File: src/rtl/drt_pkg.sv
package drt_pkg;
  localparam int unsigned NUM_CH    = 2;
  localparam int unsigned ADDR_W    = 3;
  localparam int unsigned OUT_CH    = 1;
  localparam int unsigned CTL_W     = 6;
  localparam logic [ADDR_W-1:0] ADDR_CTRL = 3'd4;
  localparam logic [ADDR_W-1:0] ADDR_STAT = 3'd5;

  typedef enum logic [1:0] {
    OUT_HOLD   = 2'd0,
    OUT_TOGGLE = 2'd1,
    OUT_LOW    = 2'd2,
    OUT_HIGH   = 2'd3
  } outMode_t;

  typedef struct packed {
    logic [NUM_CH-1:0] cntWr;
    logic [NUM_CH-1:0] rldWr;
    logic [NUM_CH-1:0] run;
  } dpStrobe_t;
endpackage

File: src/rtl/drt_prescaler.sv
module drt_prescaler #(
  parameter int unsigned DIV = 20
) (
  input  logic clk,
  input  logic rstN,
  output logic tick
);
  localparam int unsigned PW = (DIV > 1) ? $clog2(DIV) : 1;
  localparam logic [PW-1:0] LAST = PW'(DIV - 1);

  logic [PW-1:0] phase;

  always_ff @(posedge clk or negedge rstN) begin
    if (!rstN) begin
      phase <= '0;
    end else if (phase == LAST) begin
      phase <= '0;
    end else begin
      phase <= phase + PW'(1);
    end
  end

  assign tick = (phase == LAST);
endmodule

File: src/rtl/drt_datapath.sv
module drt_datapath
  import drt_pkg::*;
#(
  parameter int unsigned CNT_W = 16
) (
  input  logic                         clk,
  input  logic                         rstN,
  input  logic                         tick,
  input  dpStrobe_t                    strobe,
  input  logic [CNT_W-1:0]             wrData,
  output logic [NUM_CH-1:0][CNT_W-1:0] count,
  output logic [NUM_CH-1:0][CNT_W-1:0] reloadVal,
  output logic [NUM_CH-1:0]            zeroHit
);
  localparam logic [CNT_W-1:0] ONE = CNT_W'(1);

  for (genvar ch = 0; ch < NUM_CH; ch++) begin : g_ch
    logic [CNT_W-1:0] cntQ;
    logic [CNT_W-1:0] rldQ;
    logic             stepNow;

    assign stepNow = tick && strobe.run[ch] && !strobe.cntWr[ch];

    always_ff @(posedge clk or negedge rstN) begin
      if (!rstN) begin
        cntQ <= '0;
      end else if (strobe.cntWr[ch]) begin
        cntQ <= wrData;
      end else if (stepNow) begin
        if (cntQ == '0) begin
          cntQ <= rldQ;
        end else begin
          cntQ <= cntQ - ONE;
        end
      end
    end

    always_ff @(posedge clk or negedge rstN) begin
      if (!rstN) begin
        rldQ <= '0;
      end else if (strobe.rldWr[ch]) begin
        rldQ <= wrData;
      end
    end

    assign zeroHit[ch]   = stepNow && (cntQ == ONE);
    assign count[ch]     = cntQ;
    assign reloadVal[ch] = rldQ;
  end
endmodule

File: src/rtl/drt_ctrl.sv
module drt_ctrl
  import drt_pkg::*;
#(
  parameter int unsigned CNT_W = 16
) (
  input  logic                         clk,
  input  logic                         rstN,
  input  logic [ADDR_W-1:0]            addr,
  input  logic                         wrEn,
  input  logic                         rdEn,
  input  logic [CTL_W-1:0]             ctlData,
  input  logic [NUM_CH-1:0][CNT_W-1:0] count,
  input  logic [NUM_CH-1:0][CNT_W-1:0] reloadVal,
  input  logic [NUM_CH-1:0]            zeroHit,
  output dpStrobe_t                    strobe,
  output logic [CNT_W-1:0]             rdData,
  output logic [NUM_CH-1:0]            flags,
  output logic [NUM_CH-1:0]            irq,
  output logic                         timerOut,
  output logic                         pinSelTimer
);
  logic [NUM_CH-1:0] enQ;
  logic [NUM_CH-1:0] ieQ;
  outMode_t          outCtlQ;
  logic              toutQ;
  logic [NUM_CH-1:0] hitCnt;
  logic [NUM_CH-1:0] hitRld;
  logic              hitCtrl;
  logic              hitStat;

  always_comb begin
    for (int ch = 0; ch < NUM_CH; ch++) begin
      hitCnt[ch] = (addr == ADDR_W'(2 * ch));
      hitRld[ch] = (addr == ADDR_W'(2 * ch + 1));
    end
    hitCtrl = (addr == ADDR_CTRL);
    hitStat = (addr == ADDR_STAT);
  end

  always_comb begin
    strobe.cntWr = wrEn ? hitCnt : '0;
    strobe.rldWr = wrEn ? hitRld : '0;
    strobe.run   = enQ;
  end

  always_ff @(posedge clk or negedge rstN) begin
    if (!rstN) begin
      enQ     <= '0;
      ieQ     <= '0;
      outCtlQ <= OUT_HOLD;
    end else if (wrEn && hitCtrl) begin
      enQ     <= ctlData[1:0];
      ieQ     <= ctlData[3:2];
      outCtlQ <= outMode_t'(ctlData[5:4]);
    end
  end

  for (genvar ch = 0; ch < NUM_CH; ch++) begin : g_flag
    logic flagQ;
    logic armQ;
    logic clrNow;
    logic armNow;

    assign clrNow = rdEn && hitCnt[ch] && armQ;
    assign armNow = rdEn && hitStat && flagQ;

    always_ff @(posedge clk or negedge rstN) begin
      if (!rstN) begin
        flagQ <= 1'b0;
        armQ  <= 1'b0;
      end else begin
        if (zeroHit[ch]) begin
          flagQ <= 1'b1;
        end else if (clrNow) begin
          flagQ <= 1'b0;
        end
        if (clrNow) begin
          armQ <= 1'b0;
        end else if (armNow) begin
          armQ <= 1'b1;
        end
      end
    end

    assign flags[ch] = flagQ;
  end

  assign irq = flags & ieQ;

  always_ff @(posedge clk or negedge rstN) begin
    if (!rstN) begin
      toutQ <= 1'b0;
    end else if (zeroHit[OUT_CH]) begin
      unique case (outCtlQ)
        OUT_TOGGLE: toutQ <= ~toutQ;
        OUT_LOW:    toutQ <= 1'b0;
        OUT_HIGH:   toutQ <= 1'b1;
        default:    toutQ <= toutQ;
      endcase
    end
  end

  assign timerOut    = toutQ;
  assign pinSelTimer = (outCtlQ != OUT_HOLD);

  always_comb begin
    rdData = '0;
    for (int ch = 0; ch < NUM_CH; ch++) begin
      if (hitCnt[ch]) rdData = count[ch];
      if (hitRld[ch]) rdData = reloadVal[ch];
    end
    if (hitCtrl) rdData = CNT_W'({outCtlQ, ieQ, enQ});
    if (hitStat) rdData = CNT_W'(flags);
  end
endmodule

File: src/rtl/dual_reload_timer.sv
module dual_reload_timer
  import drt_pkg::*;
#(
  parameter int unsigned CNT_W    = 16,
  parameter int unsigned PRESCALE = 20
) (
  input  logic              clk,
  input  logic              rstN,
  input  logic [ADDR_W-1:0] addr,
  input  logic              wrEn,
  input  logic              rdEn,
  input  logic [CNT_W-1:0]  wrData,
  output logic [CNT_W-1:0]  rdData,
  output logic [NUM_CH-1:0] irq,
  output logic              timerOut,
  output logic              pinSelTimer
);
  logic                         tick;
  dpStrobe_t                    strobe;
  logic [NUM_CH-1:0][CNT_W-1:0] count;
  logic [NUM_CH-1:0][CNT_W-1:0] reloadVal;
  logic [NUM_CH-1:0]            zeroHit;
  logic [NUM_CH-1:0]            flags;

  drt_prescaler #(.DIV(PRESCALE)) u_pre (
    .clk  (clk),
    .rstN (rstN),
    .tick (tick)
  );

  drt_datapath #(.CNT_W(CNT_W)) u_dp (
    .clk       (clk),
    .rstN      (rstN),
    .tick      (tick),
    .strobe    (strobe),
    .wrData    (wrData),
    .count     (count),
    .reloadVal (reloadVal),
    .zeroHit   (zeroHit)
  );

  drt_ctrl #(.CNT_W(CNT_W)) u_ctrl (
    .clk         (clk),
    .rstN        (rstN),
    .addr        (addr),
    .wrEn        (wrEn),
    .rdEn        (rdEn),
    .ctlData     (wrData[CTL_W-1:0]),
    .count       (count),
    .reloadVal   (reloadVal),
    .zeroHit     (zeroHit),
    .strobe      (strobe),
    .rdData      (rdData),
    .flags       (flags),
    .irq         (irq),
    .timerOut    (timerOut),
    .pinSelTimer (pinSelTimer)
  );
endmodule

File: config.mk
export PLATFORM = sky130hd
export DESIGN_NAME = dual_reload_timer
export DESIGN_NICKNAME = d
export VERILOG_FILES = /design/src/rtl/drt_pkg.sv /design/src/rtl/drt_prescaler.sv /design/src/rtl/drt_datapath.sv /design/src/rtl/drt_ctrl.sv /design/src/rtl/dual_reload_timer.sv
export SDC_FILE = /design/constraint.sdc
export NUM_CORES = 1
export LEC_CHECK = 0
export ABC_AREA = 1
export ABC_CLOCK_PERIOD_IN_PS = 1410
export BUFFER_PORTS_ARGS = -buffer_cell sky130_fd_sc_hd__buf_2
export CELL_PAD_IN_SITES_DETAIL_PLACEMENT = 1
export CELL_PAD_IN_SITES_GLOBAL_PLACEMENT = 1
export CORE_UTILIZATION = 30
export DETAILED_ROUTE_END_ITERATION = 8
export PLACE_DENSITY_LB_ADDON = 0.1
export SETUP_SLACK_MARGIN = 0.15
export SLEW_MARGIN = 20
export SYNTH_ARGS = -nofsm -noshare
export SYNTH_HDL_FRONTEND = slang
export SYNTH_SLANG_ARGS = --single-unit
export TNS_END_PERCENT = 100
File: constraint.sdc
create_clock -name clk -period 1.41 [get_ports clk]
set_input_delay 0.282 -clock clk [delete_from_list [all_inputs] [get_ports clk]]
set_output_delay 0.282 -clock clk [all_outputs]
set_load 0.01 [all_outputs]
==> flow_metrics.env <==
export IMPL_rows=47
export IMPL_syn_nets=813
export IMPL_viasPerCell=5.14
export IMPL_async_reset_ff_share_pct=100
export IMPL_synth_main_ff_cell="dfrtp_1"
export IMPL_start_util_pct=31.1
export IMPL_fin_area_um2=9150
export IMPL_worst_pin_slew_ns=0.384
export IMPL_place_area_um2=6850
export IMPL_power_mw=12.1
export IMPL_cts_tree="done"
export IMPL_synth_edf_count=0
export IMPL_period_share_pct=121
export IMPL_antennaDiodeCount=0
export IMPL_regArea_um2=2000
export IMPL_grt_util_all_layers_pct=27.5
export IMPL_synth_area_leader_cell="dfrtp_1"
export IMPL_hold_end="u_dp.g_ch[1].cntQ[0]$_DFFE_PN0P_"
export IMPL_dr_first_iter_drc_count=347
export IMPL_reg2reg_to="u_dp.g_ch[1].cntQ[5]$_DFFE_PN0P_"
export IMPL_reg2reg_slack_ns=-0.29
export IMPL_multi_input_area_um2=3600
export IMPL_rsz0062_at_grt="true"
export IMPL_synth_most_common_cell="nand2_1"
export IMPL_hold_path_class="input pin to flop"
export IMPL_io_pins=43
export IMPL_synth_area_leaders="dfrtp_1 (38%), nand2_1 (16%), inv_1 (10%)"
export IMPL_worstPathMaxFanout=7
export IMPL_post_place_ws_ns=-0.340
export IMPL_area_growth_pct=75.4
export IMPL_reg2reg_from="u_dp.g_ch[1].cntQ[2]$_DFFE_PN0P_"
export IMPL_use_met2_pct=47.5
export IMPL_grt_pass1_vias=6916
export IMPL_ys_seq_elements=80
export IMPL_critPathLaunchType="flop"
export IMPL_p_leak_nw=4.65
export IMPL_die_w_um=134
export IMPL_grt_max_degree=33
export IMPL_antenna_found_initial=0
export IMPL_use_met3_pct=4.69
export IMPL_cp_top_family="simple AND/OR/NAND/NOR gates"
export IMPL_numCtsBuffers=9
export IMPL_fmax_ghz=0.588
export IMPL_gp_congestion=0.879
export IMPL_utilization_pct=54.6
export IMPL_drv_slew=0
export IMPL_ant_nets=0
export IMPL_criticalPathCategory="flop to flop"
export IMPL_postLayoutSetupSlackWorst_ns=-0.290
export IMPL_root_buffer="clkbuf_16"
export IMPL_relSlewSlack_pct=74.4
export IMPL_synth_top_cell_area_share_pct=38.4
export IMPL_cp_arrival_ns=1.95
export IMPL_synth_area_um2=5220
export IMPL_yosysWarnings=0
export IMPL_die_area_um2=17900
export IMPL_coreArea_um2=16800
export IMPL_yosysUniqueCellTypes=30
export IMPL_syn_avg_cell_area_um2=6.67
export IMPL_path_cells="buf_6, nor2_4, nand2_4, nor2_4, nand2_4, or2_1, nand3_1, nand2_1"
export IMPL_critPathCaptureType="flop"
export IMPL_required_ns=1.66
export IMPL_grt_ovfl_total=0
export IMPL_holdPathStages=3
export IMPL_status="finished, violations left"
export IMPL_die_h_um=134
export IMPL_p_per_area_nw_per_um2=1320
export IMPL_port_buffers=42
export IMPL_clk_pin_slew_ns=0.07
export IMPL_wl_mm=25.4
export IMPL_min_from="wrData[0]"
export IMPL_cp_num_buf_inv=1
export IMPL_netlist_instances=783
export IMPL_yosysSeqAreaShare_pct=38.4
export IMPL_drive_above_1_share_pct=48.6
export IMPL_drcViolationCount=0
export IMPL_cap_violations=0
export IMPL_clock_skew_ns=0.0122
export IMPL_busiest_layer="met2"
export IMPL_rr_worst_depth=8
export IMPL_vias=6454
export IMPL_cts_sinks=80
export IMPL_grt_util_met1_pct=34.0
export IMPL_crit_slowest_cell="dfrtp_1"
export IMPL_setup_violations=50
export IMPL_synth_common_cells="nand2_1 (220), inv_1 (140), dfrtp_1 (80)"
export IMPL_period_needed_ns=1.70
export IMPL_fill_cells=2017
export IMPL_violations="negative setup slack"
export IMPL_slowest_delay_ns=0.44
export IMPL_clock_path_buffers=2
export IMPL_peakVddDrop_v=0.000730
export IMPL_finalHoldViolCount=0
export IMPL_dr_pass1_iters=5
export IMPL_final_net_count=1061
export IMPL_grt_pass1_wl_mm=37.3
export IMPL_wl_per_cell_um=20.2
export IMPL_clk_latency_ns=0.36
export IMPL_dpl_hpwl_mm=16.5
export IMPL_htreeDepth=3
routing by layer:
layer,vias to the layer above,wire (um)
met5,-,0
met4,0,611
met3,47,898
met2,163,13300
met1,3235,10600
li1,3009,-
final cells by class:
type,instances,share of cell area [%]
clock buffers,9,2.46
clock inverters,7,0.670
inverters,152,7.03
multi-input cells,531,39.3
flip-flops and latches,80,21.9
well taps,220,3.01
repair buffers,257,25.6
sequential cells by signal (all words and copies together) (netlist names):
| signal | cells |
|---|---|
| u_ctrl.enQ | 2 |
| u_ctrl.g_flag.armQ | 2 |
| u_ctrl.g_flag.flagQ | 2 |
| u_ctrl.ieQ | 2 |
| u_ctrl.outCtlQ | 2 |
| u_ctrl.timerOut | 1 |
| u_dp.g_ch.cntQ | 32 |
| u_dp.g_ch.rldQ | 32 |
| u_pre.phase | 5 |
cell families (layout without fill, tap and decap cells):
kind of cell	count (synthesis)	count (layout)	synth area share (%)
simple gates	390	392	32.5
compound gates	125	125	13.5
flops	80	80	38.4
fa+ha+maj	7	7	1.68
xor+xnor	7	7	1.17
buf+inv	174	425	12.8
placed cells by master, fill, tap and decap left out, drive strengths merged:
cell	count
a21boi	1
a21oi	4
a22oi	2
buf	256
clkbuf	9
clkinv	2
clkinvlp	4
dfrtp	80
dlygate4sd3	1
ha	7
inv	153
nand2	224
nand3	74
nand3b	3
nand4	15
nor2	67
nor3	5
o211ai	1
o21ai	63
o22ai	54
or2	4
xnor2	3
xor2	4
worst max-delay path by stage:
stage | startpoint | endpoint | slack, ns | cells past startpoint
3_3_place_gp | addr[1] | rdData[4] | -0.26 | 8
2_1_floorplan | u_dp.g_ch[1].cntQ[0]$_DFFE_PN0P_ | u_dp.g_ch[1].cntQ[5]$_DFFE_PN0P_ | -0.02 | 9
5_1_grt | u_dp.g_ch[1].cntQ[2]$_DFFE_PN0P_ | rdData[2] | -0.34 | 6
6_report | u_dp.g_ch[1].cntQ[2]$_DFFE_PN0P_ | u_dp.g_ch[1].cntQ[5]$_DFFE_PN0P_ | -0.29 | 8
3_5_place_dp | addr[0] | u_dp.g_ch[1].cntQ[1]$_DFFE_PN0P_ | -0.34 | 9
4_1_cts | u_dp.g_ch[1].cntQ[5]$_DFFE_PN0P_ | rdData[5] | -0.26 | 6
worst register-to-register path: stages (launching register included):
cell	delay [ns]
dfrtp_1	0.44
buf_6	0.15
nor2_4	0.16
nand2_4	0.10
nor2_4	0.15
nand2_4	0.15
or2_1	0.27
nand3_1	0.10
nand2_1	0.07
through the flow:
step | setup TNS (ns) | cells | hold WS, ns
after floorplan | -0.0355 | 783 | -0.0136
after global placement | -7.09 | 1144 | 0.219
after detailed placement | -12.17 | 1144 | 0.221
after CTS | -6.90 | 1238 | 0.186
after global routing | -11.47 | 1256 | 0.202
final | -8.44 | 1256 | 0.190
what timing repair did:
item,CTS,global route
setup buffers,74,18
gates cloned,3,0
setup endpoints to repair,54,55
hold buffers,1,0
resized for setup,208,127
hold endpoints to repair,18,0
pin swaps,88,75
report_power, final:
part           internal [mW]  switching, mW  total [mW]
combinational           3.07           3.43        6.50
sequential              2.78          0.429        3.21
clock                   1.23           1.18        2.41
No activity file was read; power rests on OpenSTA's default activity.
